`config.mk`:
```
export PLATFORM = sky130hd
export DESIGN_NAME = gpx_core
export DESIGN_NICKNAME = d
export VERILOG_FILES = /design/src/rtl/gpx_pkg.sv /design/src/rtl/gpx_sync.sv /design/src/rtl/gpx_ptr_ctrl.sv /design/src/rtl/gpx_regfile.sv /design/src/rtl/gpx_core.sv
export SDC_FILE = /design/constraint.sdc
export NUM_CORES = 1
export LEC_CHECK = 0
export ABC_AREA = 1
export BUFFER_PORTS_ARGS = -buffer_cell sky130_fd_sc_hd__buf_2
export CORE_MARGIN = 1
export CORE_UTILIZATION = 55
export DETAILED_ROUTE_END_ITERATION = 16
export GPL_ROUTABILITY_DRIVEN = 0
export GPL_TIMING_DRIVEN = 1
export PLACE_DENSITY = 0.87
export SYNTH_ARGS = -nofsm -noshare
export SYNTH_HDL_FRONTEND = slang
export SYNTH_SLANG_ARGS = --single-unit
```
`constraint.sdc`:
```
create_clock -name clk -period 3.2 [get_ports clk]
set_clock_uncertainty 0.2 [all_clocks]
set_input_delay 0.32 -clock clk [delete_from_list [all_inputs] [get_ports clk]]
set_output_delay 0.32 -clock clk [all_outputs]
set_load 0.01 [all_outputs]
```
`src/rtl/gpx_pkg.sv`:
```
package gpx_pkg;
  localparam int PTR_W = 3;
  localparam int NUM_PORTS = 2;

  // pointer bits [2:1] select the register kind, bit 0 the port
  typedef enum logic [1:0] {
    KIND_IN  = 2'd0,
    KIND_OUT = 2'd1,
    KIND_INV = 2'd2,
    KIND_DIR = 2'd3
  } gpx_kind_e;
endpackage

```
`src/rtl/gpx_sync.sv`:
```
module gpx_sync #(
  parameter int W      = 16,
  parameter int STAGES = 2
) (
  input  logic         clk,
  input  logic         rst,
  input  logic [W-1:0] d,
  output logic [W-1:0] q
);
  logic [W-1:0] chain [STAGES];

  always_ff @(posedge clk) begin
    if (rst) chain[0] <= '0;
    else     chain[0] <= d;
  end

  for (genvar s = 1; s < STAGES; s++) begin : g_stage
    always_ff @(posedge clk) begin
      if (rst) chain[s] <= '0;
      else     chain[s] <= chain[s-1];
    end
  end

  assign q = chain[STAGES-1];
endmodule

```
`src/rtl/gpx_ptr_ctrl.sv`:
```
module gpx_ptr_ctrl
  import gpx_pkg::*;
(
  input  logic             clk,
  input  logic             rst,
  input  logic             txn_start,
  input  logic             wr_valid,
  input  logic [PTR_W-1:0] cmd_bits,
  input  logic             rd_req,
  output logic [PTR_W-1:0] ptr,
  output logic             cmd_phase,
  output logic             data_wr,
  output logic             rd_take
);
  logic cmd_pend;

  assign cmd_phase = txn_start | cmd_pend;
  assign data_wr   = wr_valid & ~cmd_phase;
  assign rd_take   = rd_req & ~wr_valid;

  always_ff @(posedge clk) begin
    if (rst) begin
      ptr      <= '0;
      cmd_pend <= 1'b1;
    end else begin
      if (wr_valid && cmd_phase) begin
        ptr      <= cmd_bits;
        cmd_pend <= 1'b0;
      end else begin
        if (data_wr || rd_take) ptr <= ptr ^ PTR_W'(1);
        if (txn_start) cmd_pend <= 1'b1;
      end
    end
  end
endmodule

```
`src/rtl/gpx_regfile.sv`:
```
module gpx_regfile
  import gpx_pkg::*;
#(
  parameter int PORT_W = 8,
  localparam int PINS  = NUM_PORTS * PORT_W
) (
  input  logic              clk,
  input  logic              rst,
  input  logic              wr_en,
  input  logic              rd_en,
  input  logic [PTR_W-1:0]  sel,
  input  logic [PORT_W-1:0] wr_data,
  input  logic [PINS-1:0]   pins_sync,
  output logic              rd_valid,
  output logic [PORT_W-1:0] rd_data,
  output logic [PINS-1:0]   pin_out,
  output logic [PINS-1:0]   pin_oe
);
  gpx_kind_e kind;
  logic      port;
  assign kind = gpx_kind_e'(sel[2:1]);
  assign port = sel[0];

  logic [PORT_W-1:0] out_q [NUM_PORTS];
  logic [PORT_W-1:0] inv_q [NUM_PORTS];
  logic [PORT_W-1:0] oe_q  [NUM_PORTS];
  logic [PORT_W-1:0] pin_w [NUM_PORTS];

  for (genvar p = 0; p < NUM_PORTS; p++) begin : g_port
    logic hit;
    assign hit = wr_en && (port == p[0]);

    always_ff @(posedge clk) begin
      if (rst) begin
        out_q[p] <= '1;
        inv_q[p] <= '0;
        oe_q[p]  <= '0;
      end else if (hit) begin
        case (kind)
          KIND_OUT: out_q[p] <= wr_data;
          KIND_INV: inv_q[p] <= wr_data;
          KIND_DIR: oe_q[p]  <= ~wr_data;
          default:  ;
        endcase
      end
    end

    assign pin_w[p] = pins_sync[p*PORT_W +: PORT_W];
    assign pin_out[p*PORT_W +: PORT_W] = out_q[p];
    assign pin_oe[p*PORT_W +: PORT_W]  = oe_q[p];
  end

  logic [PORT_W-1:0] rd_mux;
  always_comb begin
    case (kind)
      KIND_IN:  rd_mux = pin_w[port] ^ inv_q[port];
      KIND_OUT: rd_mux = out_q[port];
      KIND_INV: rd_mux = inv_q[port];
      default:  rd_mux = ~oe_q[port];
    endcase
  end

  always_ff @(posedge clk) begin
    if (rst) begin
      rd_valid <= 1'b0;
      rd_data  <= '0;
    end else begin
      rd_valid <= rd_en;
      if (rd_en) rd_data <= rd_mux;
    end
  end
endmodule

```
`src/rtl/gpx_core.sv`:
```
module gpx_core
  import gpx_pkg::*;
#(
  parameter int PORT_W      = 8,
  parameter int SYNC_STAGES = 2,
  localparam int PINS       = NUM_PORTS * PORT_W
) (
  input  logic              clk,
  input  logic              rst,
  input  logic              txn_start,
  input  logic              wr_valid,
  input  logic [PORT_W-1:0] wr_data,
  input  logic              rd_req,
  output logic              rd_valid,
  output logic [PORT_W-1:0] rd_data,
  input  logic [PINS-1:0]   pin_in,
  output logic [PINS-1:0]   pin_out,
  output logic [PINS-1:0]   pin_oe
);
  logic [PTR_W-1:0] ptr;
  logic             cmd_phase;
  logic             data_wr;
  logic             rd_take;
  logic [PINS-1:0]  pins_sync;

  gpx_sync #(.W(PINS), .STAGES(SYNC_STAGES)) u_sync (
    .clk (clk),
    .rst (rst),
    .d   (pin_in),
    .q   (pins_sync)
  );

  gpx_ptr_ctrl u_ptr (
    .clk       (clk),
    .rst       (rst),
    .txn_start (txn_start),
    .wr_valid  (wr_valid),
    .cmd_bits  (wr_data[PTR_W-1:0]),
    .rd_req    (rd_req),
    .ptr       (ptr),
    .cmd_phase (cmd_phase),
    .data_wr   (data_wr),
    .rd_take   (rd_take)
  );

  gpx_regfile #(.PORT_W(PORT_W)) u_regs (
    .clk       (clk),
    .rst       (rst),
    .wr_en     (data_wr),
    .rd_en     (rd_take),
    .sel       (ptr),
    .wr_data   (wr_data),
    .pins_sync (pins_sync),
    .rd_valid  (rd_valid),
    .rd_data   (rd_data),
    .pin_out   (pin_out),
    .pin_oe    (pin_oe)
  );
endmodule

```
==> metrics.txt <==
Critical Path End Type flop; f_max 364 MHz; Worst EP required 2.99 ns; # fillers 563; slowest stage delay, CP 0.99 ns; CTS sink cnt 94; Static Leak 2.50 nW; Initial Utilization 57.9%; routed vias/inst 5.04; hold path depth 2; first-pass GRT wire length 16.6 mm; synthesized area per cell 7.49 um^2; H-tree depth 3; PortBufs 69; final WL 10.2 mm; status finished clean; dpl ws 0.493 ns; final critical-path required period 2.75 ns; Final Max Tran Viols 0; FP Rows 31; multiplexer share of the synthesized area 0%; CTS Buf Count 9; Slew HR 22.5%; Placeable Area 0.00737 mm^2; CP Cell Sequence inv_2 > nand3_1 > o21ai_0; RR Startpoint u_ptr.ptr[0]; clock latency on the worst-skew pair 0.37 ns; final hold viol count 0; vias in the first global route 3632; syn_nets 599; CTS tree yes; post-synthesis cell type count 18; Die X 90.1 um; WP depth 3; CTS root buf clkbuf_8; Seq/Total Area, Yosys 55.3%; VDD IR-drop max 414 uV; I/O pins 70; synth top area cells edfxtp_1, dfxtp_1, nand2_1; post-CTS setup buffer count 0; setup slack, reg-to-reg 0.45 ns; critical path's slowest cell o21ai_0; drt first pass iters 6; Tcrit/Tclk final 85.8%; FF-to-FF path depth 3; power per cell area 484 mW/mm^2; xor/xnor share of the synthesized area 0%; clock buffer depth 2; Residual DRC 0; cts repair resizes 0; Inserted Diodes 0; Synth Area in Simple Gates 30.8%; combinational family with the most area after synthesis simple AND/OR/NAND/NOR gates; total grt overflow 0; Vias 3804; All-Layer GR Usage 26.2%; Clock transition at path regs 0.09 ns; placed insts 723; worst hold start wr_valid; Max Cap Viol 0; Die ar. 0.00812 mm^2; Final WS setup 0.453 ns; worst-margin pin slew 1.15 ns; startpoint types flop; critical path class flop to flop; post-DP HPWL 7.15 mm; Wirelength per Cell 13.5 um; largest net degree at the start of global routing 44; adder-cell share of the synthesized area 0%; Critical R2R Capture u_regs.inv_q[0][6]; delay-heaviest family, CP compound AO/OA/AOI/OAI gates; Die Y 90.1 um; hold endpoint u_regs.rd_valid; Warnings, synthesis 0; count of state elements after synthesis 94; share of the synthesized area in the top cell type 33.8%; share of layout cells above drive strength 1 15.4%; synthesized area 0.00427 mm^2; Iter 0 DRT Violations 359; post-synth top area cell edfxtp_1; area delta synth->final 17.9%; antenna viol nets, final 0; initial antenna violation count 0; Crit Path Max Fanout 20; Synth Instances 570; Final #Nets 680; Final Setup Violations 0; RSZ-0062 raised after global routing false; final non-filler cell total 755; crit path buf inv count 1; Arr. time, crit path 2.53 ns; post-synthesis compound-gate area fraction 1.76%; final setup TNS 0 ns; hold crit path type input pin to flop
through the flow:
stage,cell area [um^2],power [W],util (%),hold slack (ns)
4_1_cts,5030,0.00243,68.3,0.00404
5_1_grt,5030,0.00252,68.3,0.0289
3_5_place_dp,4670,0.00164,63.4,0.195
6_report,5030,0.00243,68.3,0.0161
3_3_place_gp,4670,0.00163,63.4,0.195
2_1_floorplan,4270,0.00156,-,0.188
Yosys cell counts:
| cell | count |
|---|---|
| nand2_1 | 202 |
| o21ai_0 | 8 |
| nor2_4 | 2 |
| nor3_1 | 1 |
| clkbuf_1 | 5 |
| a21oi_1 | 3 |
| nor3_4 | 2 |
| nor2_2 | 1 |
| or2_2 | 1 |
| clkinv_1 | 6 |
| edfxtp_1 | 48 |
| buf_2 | 12 |
| dfxtp_1 | 46 |
| nor2_1 | 86 |
| inv_2 | 8 |
| inv_1 | 103 |
| nand3_1 | 32 |
| o21ai_1 | 4 |
cells by family after synthesis:
logic type | Yosys count
AND/OR/NAND/NOR | 327
buffers and inverters | 134
flip-flops | 94
AO/OA/AOI/OAI | 15
where the power goes:
group | internal (W) | total [W] | switching [W] | leakage [nW]
logic | 0.000102 | 0.000296 | 0.000195 | 1.57
clock network | 0.000343 | 0.000794 | 0.000451 | 0.102
registers | 0.00131 | 0.00135 | 0.0000338 | 0.827
worst reg2reg max path, stage by stage, from the launching register on:
cell and delay [ns]:
dfxtp_1 0.53, inv_2 0.33, nand3_1 0.32, o21ai_0 0.99
cell type report:
type | count | area [um^2] | share of cell area [%]
timing repair buffer | 87 | 520 | 10.3
tap | 99 | 124 | 2.46
clock buffer | 10 | 149 | 2.96
inverter | 117 | 439 | 8.72
sequential | 94 | 2360 | 46.9
multi-input combinational | 342 | 1390 | 27.6
clock inverter | 6 | 50.0 | 0.994
flip-flops by register name (all words and copies together) (netlist names), named ones only:
name and cells:
u_regs.rd_data 8, u_ptr.ptr 3, u_regs.oe_q 16, u_regs.out_q 16, u_ptr.cmd_pend 1, u_regs.inv_q 16, u_regs.rd_valid 1, u_sync.chain 32
cell usage in the layout (no fill, tap or decap):
master | Yosys | final
nand2_1 | 202 | 202
inv_1 | 103 | 103
nor2_1 | 86 | 86
buf_2 | 12 | 69
edfxtp_1 | 48 | 48
dfxtp_1 | 46 | 46
nand3_1 | 32 | 32
dlygate4sd3_1 | 0 | 16
clkbuf_8 | 0 | 9
inv_2 | 8 | 8
o21ai_0 | 8 | 8
clkinv_1 | 6 | 6
o21ai_1 | 4 | 4
a21oi_1 | 3 | 3
nor2_4 | 2 | 2
nor3_4 | 2 | 2
inv_8 | 0 | 2
buf_4 | 0 | 2
nor2_2 | 1 | 1
or2_2 | 1 | 1
nor3_1 | 1 | 1
clkbuf_16 | 0 | 1
clkinv_2 | 0 | 1
inv_6 | 0 | 1
clkinvlp_4 | 0 | 1
inv_4 | 0 | 1
layer usage:
layer  share of wire (%)  up-vias  track usage [%]
li1                    -     1849                -
met1                  40     1707             31.9
met2                  50      214             44.6
met3                 6.9       34             5.58
met4                 3.0        0             12.1
met5                   0        -                0
worst max-delay path by stage:
stage	startpoint	endpoint
floorplan	u_ptr.ptr[1]	u_regs.out_q[0][0]
global placement	u_ptr.ptr[0]	u_regs.out_q[1][3]
detailed placement	u_ptr.ptr[0]	u_regs.inv_q[0][5]
CTS	u_ptr.ptr[0]	u_regs.inv_q[0][4]
global route	u_ptr.ptr[0]	u_regs.inv_q[1][1]
finish	u_ptr.ptr[0]	u_regs.inv_q[0][6]
timing repair:
| item | in CTS | in global routing |
|---|---|---|
| hold buffers | 16 | 0 |
| endpoints found under the hold margin | 16 | 0 |
| endpoints found under the setup margin | 0 | 0 |
No activity file was read; power rests on OpenSTA's default activity.
